[src/rtl/mwe_pkg.sv]
package mwe_pkg;

    // Bit times taken by the sync character.
    localparam int SYNC_SLOTS = 3;

    typedef enum logic [1:0] {
        LN_IDLE = 2'd0,
        LN_POS  = 2'd1,
        LN_NEG  = 2'd2
    } line_e;

    // Frame state passed from the sequencer to the line former.
    typedef struct packed {
        logic busy;
        logic cmd;
        logic bit_q;
        logic req;
    } frame_st_t;

    // Sync polarity: the command sync is positive in its first half.
    function automatic logic sync_high(input logic cmd, input logic first_part);
        return cmd ? first_part : !first_part;
    endfunction

    // Parity bit that makes the total count of ones odd.
    function automatic logic odd_fill(input logic even_acc);
        return ~even_acc;
    endfunction

endpackage

[src/rtl/mwe_phase_gen.sv]
module mwe_phase_gen (
    input  logic clk,
    input  logic rst,
    output logic ph_o,
    output logic mid_tick_o,
    output logic bnd_tick_o
);

    logic ph_q;

    // ph_q = 0 in the first half of a bit, 1 in the second half.
    always_ff @(posedge clk) begin
        if (rst) ph_q <= 1'b0;
        else     ph_q <= ~ph_q;
    end

    assign ph_o       = ph_q;
    assign mid_tick_o = ~ph_q;  // the coming edge is a falling shift-clock edge
    assign bnd_tick_o = ph_q;   // the coming edge is a rising shift-clock edge

    // the phase alternates on every cycle once reset has been released.
    p_phase_alt_r1: assert property (@(posedge clk) disable iff (rst)
        !$past(rst) |-> (ph_q != $past(ph_q)));

endmodule

[src/rtl/mwe_frame_ctrl.sv]
module mwe_frame_ctrl
    import mwe_pkg::*;
#(
    parameter int DATA_BITS = 16,
    parameter int SLOT_W    = 5
) (
    input  logic              clk,
    input  logic              rst,
    input  logic              mid_tick_i,
    input  logic              bnd_tick_i,
    input  logic              en_i,
    input  logic              sync_cmd_i,
    input  logic              ser_i,
    output frame_st_t         st_o,
    output logic [SLOT_W-1:0] slot_o
);

    localparam int WORD_SLOTS = SYNC_SLOTS + DATA_BITS + 1;
    localparam logic [SLOT_W-1:0] FIRST_REQ = SLOT_W'(SYNC_SLOTS - 1);
    localparam logic [SLOT_W-1:0] LAST_REQ  = SLOT_W'(SYNC_SLOTS + DATA_BITS - 2);
    localparam logic [SLOT_W-1:0] PAR_LOAD  = SLOT_W'(SYNC_SLOTS + DATA_BITS - 1);
    localparam logic [SLOT_W-1:0] LAST_SLOT = SLOT_W'(WORD_SLOTS - 1);
    localparam logic [SLOT_W-1:0] SYNC_END  = SLOT_W'(SYNC_SLOTS);

    logic              busy_q;
    logic              armed_q;
    logic              cmd_q;
    logic              bit_q;
    logic              par_q;
    logic [SLOT_W-1:0] slot_q;

    logic in_req;
    logic at_last;
    logic at_par_load;

    always_comb begin
        in_req      = busy_q && (slot_q >= FIRST_REQ) && (slot_q <= LAST_REQ);
        at_last     = busy_q && (slot_q == LAST_SLOT);
        at_par_load = busy_q && (slot_q == PAR_LOAD);
    end

    always_ff @(posedge clk) begin
        if (rst) begin
            busy_q  <= 1'b0;
            armed_q <= 1'b0;
            cmd_q   <= 1'b0;
            bit_q   <= 1'b0;
            par_q   <= 1'b0;
            slot_q  <= '0;
        end else begin
            // Falling shift-clock edge: take a request when free to do so.
            if (mid_tick_i && (!busy_q || at_last) && en_i) begin
                armed_q <= 1'b1;
            end
            // Rising shift-clock edge: advance the frame.
            if (bnd_tick_i) begin
                if (armed_q) begin
                    busy_q  <= 1'b1;
                    armed_q <= 1'b0;
                    slot_q  <= '0;
                    cmd_q   <= sync_cmd_i;
                    par_q   <= 1'b0;
                end else if (at_last) begin
                    busy_q <= 1'b0;
                    slot_q <= '0;
                end else if (busy_q) begin
                    slot_q <= slot_q + 1'b1;
                end

                if (in_req) begin
                    bit_q <= ser_i;
                    par_q <= par_q ^ ser_i;
                end else if (at_par_load) begin
                    bit_q <= odd_fill(par_q);
                end
            end
        end
    end

    always_comb begin
        st_o.busy  = busy_q;
        st_o.cmd   = cmd_q;
        st_o.bit_q = bit_q;
        st_o.req   = in_req;
        slot_o     = slot_q;
    end

    // a frame begins only from a request taken at a falling edge.
    p_start_armed_r2: assert property (@(posedge clk) disable iff (rst)
        $rose(busy_q) |-> ($past(armed_q) && $past(bnd_tick_i)));

    // the sync type stays fixed while the sync character is on the line.
    p_sync_latched_r3: assert property (@(posedge clk) disable iff (rst)
        (busy_q && slot_q != '0 && slot_q < SYNC_END) |-> $stable(cmd_q));

    // the request covers whole shift-clock periods.
    p_req_whole_r4: assert property (@(posedge clk) disable iff (rst)
        (st_o.req && mid_tick_i) |=> st_o.req);

    // in the parity slot the bit on the line completes odd parity.
    p_parity_slot_r6: assert property (@(posedge clk) disable iff (rst)
        at_last |-> (bit_q == odd_fill(par_q)));

    // a request taken in the parity slot opens the next frame at once.
    p_gap_free_r7: assert property (@(posedge clk) disable iff (rst)
        ($past(at_last) && $past(bnd_tick_i) && $past(armed_q)) |-> (busy_q && slot_q == '0));

endmodule

[src/rtl/mwe_line_former.sv]
module mwe_line_former
    import mwe_pkg::*;
#(
    parameter int SLOT_W = 5
) (
    input  frame_st_t         st_i,
    input  logic [SLOT_W-1:0] slot_i,
    input  logic              ph_i,
    input  logic              drive_en_i,
    output logic              pos_n_o,
    output logic              neg_n_o
);

    localparam logic [SLOT_W-1:0] SYNC_END = SLOT_W'(SYNC_SLOTS);
    localparam logic [SLOT_W:0]   SYNC_MID = (SLOT_W + 1)'(SYNC_SLOTS);

    logic [SLOT_W:0] half_idx;
    line_e           ln;

    always_comb begin
        half_idx = {slot_i, ph_i};
        if (!st_i.busy) begin
            ln = LN_IDLE;
        end else if (slot_i < SYNC_END) begin
            ln = sync_high(st_i.cmd, half_idx < SYNC_MID) ? LN_POS : LN_NEG;
        end else begin
            ln = (st_i.bit_q ^ ph_i) ? LN_POS : LN_NEG;
        end
        pos_n_o = !(drive_en_i && (ln == LN_POS));
        neg_n_o = !(drive_en_i && (ln == LN_NEG));
    end

endmodule

[src/rtl/manch_word_enc.sv]
module manch_word_enc
    import mwe_pkg::*;
#(
    parameter int DATA_BITS = 16
) (
    input  logic clk,
    input  logic rst,
    input  logic enc_en_i,
    input  logic sync_cmd_i,
    input  logic ser_data_i,
    input  logic drive_en_i,
    output logic shift_clk_o,
    output logic send_data_o,
    output logic line_pos_n_o,
    output logic line_neg_n_o
);

    localparam int WORD_SLOTS = SYNC_SLOTS + DATA_BITS + 1;
    localparam int SLOT_W     = $clog2(WORD_SLOTS);

    logic              ph;
    logic              mid_tick;
    logic              bnd_tick;
    frame_st_t         st;
    logic [SLOT_W-1:0] slot;

    mwe_phase_gen u_phase (
        .clk       (clk),
        .rst       (rst),
        .ph_o      (ph),
        .mid_tick_o(mid_tick),
        .bnd_tick_o(bnd_tick)
    );

    mwe_frame_ctrl #(
        .DATA_BITS(DATA_BITS),
        .SLOT_W   (SLOT_W)
    ) u_ctrl (
        .clk       (clk),
        .rst       (rst),
        .mid_tick_i(mid_tick),
        .bnd_tick_i(bnd_tick),
        .en_i      (enc_en_i),
        .sync_cmd_i(sync_cmd_i),
        .ser_i     (ser_data_i),
        .st_o      (st),
        .slot_o    (slot)
    );

    mwe_line_former #(
        .SLOT_W(SLOT_W)
    ) u_line (
        .st_i      (st),
        .slot_i    (slot),
        .ph_i      (ph),
        .drive_en_i(drive_en_i),
        .pos_n_o   (line_pos_n_o),
        .neg_n_o   (line_neg_n_o)
    );

    assign shift_clk_o = ~ph;
    assign send_data_o = st.req;

    // the two driver controls are never active together.
    p_never_both_r10: assert property (@(posedge clk) disable iff (rst)
        !(!line_pos_n_o && !line_neg_n_o));

    // inhibit leaves the line idle.
    p_inhibit_idle_r8: assert property (@(posedge clk) disable iff (rst)
        !drive_en_i |-> (line_pos_n_o && line_neg_n_o));

    // no frame in progress means an idle line.
    p_quiet_idle_r2: assert property (@(posedge clk) disable iff (rst)
        !st.busy |-> (line_pos_n_o && line_neg_n_o && !send_data_o));

endmodule

[config.mk]
export PLATFORM = sky130hd
export DESIGN_NAME = manch_word_enc
export DESIGN_NICKNAME = d
export VERILOG_FILES = /design/src/rtl/mwe_pkg.sv /design/src/rtl/mwe_phase_gen.sv /design/src/rtl/mwe_frame_ctrl.sv /design/src/rtl/mwe_line_former.sv /design/src/rtl/manch_word_enc.sv
export SDC_FILE = /design/constraint.sdc
export NUM_CORES = 1
export LEC_CHECK = 0
export BUFFER_PORTS_ARGS = -buffer_cell sky130_fd_sc_hd__buf_2
export CORE_UTILIZATION = 54
export CTS_CLUSTER_DIAMETER = 30
export DETAILED_ROUTE_END_ITERATION = 6
export PLACE_DENSITY = 0.76
export SETUP_SLACK_MARGIN = 0.2
export SLEW_MARGIN = 10
export SYNTH_ARGS = -nofsm -noshare
export SYNTH_HDL_FRONTEND = slang
export SYNTH_SLANG_ARGS = --single-unit
[constraint.sdc]
create_clock -name clk -period 1.77 [get_ports clk]
set_input_delay 0.354 -clock clk [delete_from_list [all_inputs] [get_ports clk]]
set_output_delay 0.354 -clock clk [all_outputs]
set_load 0.005 [all_outputs]
==> impl_metrics.yaml, run 1 <==
logic_synthesis:
  yosysTopAreaCell: "dfxtp_1"
  synth_nets: 94
  synth_top_area_share_pct: 30.9
  synth_area_um2: 712
  yosysWarnings: 0
  synth-edff-count: 0
  ys_async_sr_fraction_pct: 0
  post-synth-top-count-cell: "dfxtp_1"
  synthTopCellsByArea: "dfxtp_1, ha_1, nand2_1"
  seq_area_frac_synth_pct: 30.9
  netlist_top_cells_count: "dfxtp_1, nand2_1, nor2_1"
  ys_seq_elements: 11
  syn_area_per_cell_um2: 8.38
  synth-main-ff-cell: "dfxtp_1"
  synth.distinct_cells: 39
  syn_inst: 85
cells_and_area:
  diodes: 0
  seq_area_um2: 236
  final_util_pct: 94.1
  drive_gt1_share_pct: 54.5
  finish.instance_area_um2: 1100
  syn2layout_area_growth_pct: 54.8
  fillers: 37
  multi_input_area_um2: 613
  fin_nets: 120
die:
  die_y_um: 38.3
  core_um2: 1170
  start_util_pct: 60.8
  die_area_um2: 1470
  ios: 10
  die_w_um: 38.3
  rows: 12
routing:
  drcViolationCount: 0
  antenna_left: 0
  routed_via_density: 6.51
  vias: 807
  dr.pass1.iters: 4
  wl_per_cell_um: 21.8
  wirelength_um: 2700
  drt_iter0_markers: 53
timing:
  skew_ns: 0.00602
  slew_headroom_pct: 75.6
  fin_ws_ns: -0.0996
  hold_viol: 0
  period_minus_slack_ns: 1.87
  fin_hold_ws_ns: 0.338
  max_freq_ghz: 0.535
  finalCritPeriodShare_pct: 106
  setup_viol: 2
  tns_ns: -0.133
  finalMaxSlewViolations: 0
  worstMarginPinSlew_ns: 0.363
  rsz0062_at_grt: "yes"
worst_setup_path:
  r2r-end: "u_ctrl.slot_o[0]"
  startpoint: "u_ctrl.cmd_q"
  timing.rr.start: "u_ctrl.slot_o[1]"
  crit_arrival_ns: 1.52
  ff2ff_path_depth: 7
  cp-start-kind: "flop"
  reg2reg_slack_ns: 0.19
  crit_path_end: "line_pos_n_o"
  endpoint_kind: "output port"
  critPathMaxFanout: 4
  worst-endpoint-required_ns: 1.42
  worstSetupPathType: "flop to output port"
power:
  switching_share_pct: 28.0
  switching_power_mw: 0.143
  p_comb_share_pct: 14.5
  power_leakage_nw: 0.407
  peakVddDrop_mv: 0.554
  power_density_nw_per_um2: 464
  p_clk_share_pct: 34.7
  power_frac_seq_pct: 50.8
  power.internal_mw: 0.368
hold_path:
  min_path_type: "input pin to flop"
  min_path_cells: 3
placed_design:
  gp_congestion: 0.822
  place_area_um2: 802
  dp_hpwl_um: 1190
  placement.io_buffers: 9
global_route:
  gr-total-overflow: 0
  grt_max_degree: 10
  grt_pass1_vias: 662
  grt_pass1_wl_um: 2780
  antenna_found_initial: 0
  grt_use_total_pct: 28.6
cts:
  clk_root_buffer_cell: "clkbuf_4"
  clockBufferDepth: 2
  cts_sinks: 11
  cts.reportedPaths.clkPinSlew_ns: 0.08
  worstSkewPairLatency_ns: 0.27
  numCtsBuffers: 3
  cts_tree: "built"
  htree_levels: 1
job:
  cap_violations: 0
outcome:
  violations: "negative setup slack"
  status: "complete, but fails checks"
cells by family (layout without fill, tap and decap cells):
family	Yosys count	after routing	share of synthesized area, %
AO/OA/AOI/OAI	23	23	25.0
buffers and inverters	10	35	7.20
adder cells (fa/ha/maj)	3	3	5.27
multiplexers	2	2	2.81
flip-flops	11	11	30.9
AND/OR/NAND/NOR	31	31	22.7
XOR/XNOR	5	5	6.15
worst min-delay path by stage:
stage | from | end | slack, ns
final | sync_cmd_i | u_ctrl.cmd_q | 0.34
after global routing | sync_cmd_i | u_ctrl.cmd_q | 0.36
after CTS | rst | u_phase.bnd_tick_o | 0.34
after detailed placement | u_ctrl.par_q | u_ctrl.par_q | 0.49
after global placement | u_ctrl.par_q | u_ctrl.par_q | 0.48
after floorplan | u_ctrl.par_q | u_ctrl.par_q | 0.46
power groups by stage:
| stage | Sequential, mW | Combinational [mW] | Clock, mW |
|---|---|---|---|
| floorplan | 0.265 | 0.0300 | 0 |
| global placement | 0.267 | 0.0469 | 0 |
| detailed placement | 0.267 | 0.0473 | 0 |
| CTS | 0.259 | 0.0584 | 0.171 |
| global route | 0.260 | 0.0777 | 0.185 |
| finish | 0.260 | 0.0741 | 0.178 |
routing by layer:
layer  global-route usage (%)  wire (um)  part of all wire, %  vias to the layer above
li1                         -          -                    -                      354
met1                     32.0       1080                   40                      388
met2                     53.8       1320                   49                       53
met3                     1.74        192                  7.1                       12
met4                     13.4        108                  4.0                        0
met5                        0          0                    0                        -
flip-flops by register name (all words and copies together), names as in the netlist:
signal,count
u_ctrl.slot_o,5
u_ctrl.busy_q,1
u_ctrl.bit_q,1
u_ctrl.cmd_q,1
u_ctrl.armed_q,1
u_phase.bnd_tick_o,1
u_ctrl.par_q,1
cells in the final DEF (no fill, tap or decap), types with 2 or more instances in the layout:
master	count
a21oi_1	5
buf_2	9
buf_4	13
buf_6	4
clkbuf_4	3
dfxtp_1	4
dfxtp_2	4
dfxtp_4	3
ha_4	3
inv_2	3
mux2i_1	2
nand2_1	9
nand3b_1	2
nand4_1	2
nor2_1	7
nor2b_1	3
o41ai_2	2
xor2_1	3
critical path: stages (launching register included):
cell and delay (ns):
dfxtp_2 0.36, and3_4 0.17, o21ai_2 0.14, a21boi_2 0.07
or3_1 0.35, buf_2 0.16
through the flow:
step	power, mW	worst slack [ns]	instances
final	0.511	-0.0996	124
after global routing	0.523	-0.114	124
after CTS	0.489	-0.000403	123
after detailed placement	0.315	0.101	111
after global placement	0.314	0.0792	111
after floorplan	0.295	0.276	85
cell type report:
| class | instances | area share (%) |
|---|---|---|
| repair buffers | 26 | 17.0 |
| multi-input cells | 64 | 55.6 |
| well taps | 14 | 1.59 |
| inverters | 5 | 1.93 |
| clock buffers | 4 | 2.38 |
| flip-flops and latches | 11 | 21.5 |
repair_timing:
| item | in CTS | in global routing |
|---|---|---|
| setup endpoints to repair | 7 | 12 |
| pin swaps | 6 | 5 |
| gates resized for setup | 20 | 25 |
| hold buffers | 0 | 0 |
| setup buffers | 8 | 1 |
No activity file was read; power rests on OpenSTA's default activity.
==> inputs of run 2 (changes only) <==
--- a/config.mk
+++ b/config.mk
@@ -5,10 +5,12 @@
 export SDC_FILE = /design/constraint.sdc
 export NUM_CORES = 1
 export LEC_CHECK = 0
+export ABC_AREA = 1
 export BUFFER_PORTS_ARGS = -buffer_cell sky130_fd_sc_hd__buf_2
 export CORE_UTILIZATION = 54
 export CTS_CLUSTER_DIAMETER = 30
 export DETAILED_ROUTE_END_ITERATION = 6
+export GPL_ROUTABILITY_DRIVEN = 0
 export PLACE_DENSITY = 0.76
 export SETUP_SLACK_MARGIN = 0.2
 export SLEW_MARGIN = 10
==> impl_metrics.yaml, run 2 <==
routing:
  wl_per_cell_um: 12.5
  drcViolationCount: 0
  antenna_left: 0
  dr.pass1.iters: 4
  vias: 745
  routed_via_density: 5.25
  wirelength_um: 1770
  drt_iter0_markers: 28
logic_synthesis:
  seq_area_frac_synth_pct: 31.0
  synth-edff-count: 0
  synth_top_area_share_pct: 31.0
  synth-main-ff-cell: "dfxtp_1"
  ys_async_sr_fraction_pct: 0
  post-synth-top-count-cell: "nand2_1"
  yosysWarnings: 0
  yosysTopAreaCell: "dfxtp_1"
  syn_area_per_cell_um2: 6.64
  synth_area_um2: 711
  synth.distinct_cells: 19
  netlist_top_cells_count: "nand2_1, inv_1, nand3_1"
  syn_inst: 107
  synth_nets: 116
  ys_seq_elements: 11
  synthTopCellsByArea: "dfxtp_1, nand2_1, inv_1"
cells_and_area:
  fillers: 83
  final_cell_mix: "nand2_1, inv_1, nand3_1"
  fin_nets: 138
  diodes: 0
  largest_reg_flops: 5
  stdcell_count: 142
  final_common_cell: "nand2_1"
  drive_gt1_share_pct: 36.7
  syn2layout_area_growth_pct: 29.8
global_route:
  grt_pass1_vias: 618
  gr-total-overflow: 0
  grt_max_degree: 9
  grt_use_total_pct: 25.4
  antenna_found_initial: 0
  grt_pass1_wl_um: 2500
die:
  die_w_um: 38.3
  rows: 12
  die_area_um2: 1460
  core_um2: 1170
  die_y_um: 38.3
  ios: 10
  start_util_pct: 60.7
worst_setup_path:
  cpMostUsedCell: "o211ai_1"
  timing.rr.start: "u_ctrl.slot_o[1]"
  reg2reg_slack_ns: 0.41
  cp_slowest_cell: "dfxtp_4"
  crit_arrival_ns: 1.39
  critPathMaxFanout: 5
  endpoint_kind: "output port"
  cp-start-kind: "flop"
  worst-endpoint-required_ns: 1.42
  worstSetupPathType: "flop to output port"
  cp_num_buf_inv: 2
  critPathTopFamily: "flip-flops"
  startpoint: "u_ctrl.slot_o[1]"
  critical-path-max-stage-delay_ns: 0.39
  crit_path_cell_trace: "inv_2 -> o211ai_1 -> nand3_1 -> o211ai_1 -> buf_2"
placed_design:
  dp_hpwl_um: 1160
  placement.io_buffers: 9
  dp.cells: 130
  dp_worst_setup_slack_ns: 0.121
timing:
  setup_viol: 0
  finalMaxSlewViolations: 0
  slew_headroom_pct: 79.4
  fin_ws_ns: 0.0281
  period_minus_slack_ns: 1.74
  hold_viol: 0
  finalCritPeriodShare_pct: 98.4
  worstMarginPinSlew_ns: 0.308
  rsz0062_at_grt: "yes"
  skew_ns: 0.00844
  max_freq_ghz: 0.574
cts:
  cts.reportedPaths.clkPinSlew_ns: 0.07
  htree_levels: 1
  cts_tree: "built"
  clockBufferDepth: 2
  worstSkewPairLatency_ns: 0.27
  holdBufCountCts: 0
  clk_root_buffer_cell: "clkbuf_4"
  cts_sinks: 11
  numCtsBuffers: 3
job:
  cap_violations: 0
power:
  power_mw: 0.473
  power_leakage_nw: 0.467
  peakVddDrop_mv: 0.568
  power_density_nw_per_um2: 513
hold_path:
  worstHoldStart: "sync_cmd_i"
  min_path_type: "input pin to flop"
outcome:
  status: "finished, final reports clean"
-- run 2: report_power, final --
| group | total [mW] | internal, mW | switching (mW) |
|---|---|---|---|
| logic | 0.0439 | 0.0175 | 0.0263 |
| registers | 0.259 | 0.250 | 0.00823 |
| clock network | 0.171 | 0.0871 | 0.0839 |
| total | 0.473 | 0.355 | 0.118 |
-- run 2: metrics by stage --
stage | util, % | TNS [ns] | instance area, um^2 | hold WS (ns)
after CTS | 76.0 | 0 | 890 | 0.333
after global routing | 78.7 | -0.00918 | 922 | 0.342
final | 78.7 | 0 | 922 | 0.330
after detailed placement | 66.0 | 0 | 773 | 0.506
after global placement | 66.0 | 0 | 773 | 0.501
after floorplan | - | 0 | 711 | 0.421
-- run 2: worst register-to-register path: cells and delay by family, from the launching register on --
kind / cells / cell delay [ns]
AOI/OAI and AO/OA: 2 / 0.17
adders and majority gates: 1 / 0.15
buffers and inverters: 3 / 0.22
DFF: 1 / 0.37
and+or+nand+nor: 5 / 0.40
-- run 2: layout make-up --
type / instances / area [um^2] / share of cell area (%)
flip-flops and latches: 11 / 231 / 25.1
inverters: 18 / 75.1 / 8.14
multi-input cells: 77 / 449 / 48.7
clock buffers: 4 / 26.3 / 2.85
repair buffers: 18 / 123 / 13.3
well taps: 14 / 17.5 / 1.90
-- run 2: what timing repair did --
| item | CTS | global route |
|---|---|---|
| gates resized for setup | 15 | 10 |
| setup endpoints to repair | 3 | 3 |
| gates cloned | 0 | 0 |
| buffers inserted | 6 | 2 |
| pin swaps | 5 | 4 |
-- run 2: worst paths after layout --
kind / to / cells past startpoint
setup / recovery: line_pos_n_o / 5
hold / removal: u_ctrl.cmd_q / 3
setup reg to reg: u_ctrl.par_q / 11
hold reg to reg: u_ctrl.cmd_q / 2
-- run 2: kinds of logic after synthesis --
kind of cell	synth area share (%)
xor+xnor	3.70
buf+inv	10.7
flops	31.0
simple gates	40.8
fa+ha+maj	5.28
compound gates	8.45
-- run 2: routing by layer --
layer	wire [um]	track usage, %	vias up
met3	65	5.23	4
met4	21	8.04	0
met2	877	44.9	22
met1	805	30.1	338
li1	-	-	381
met5	0	0	-
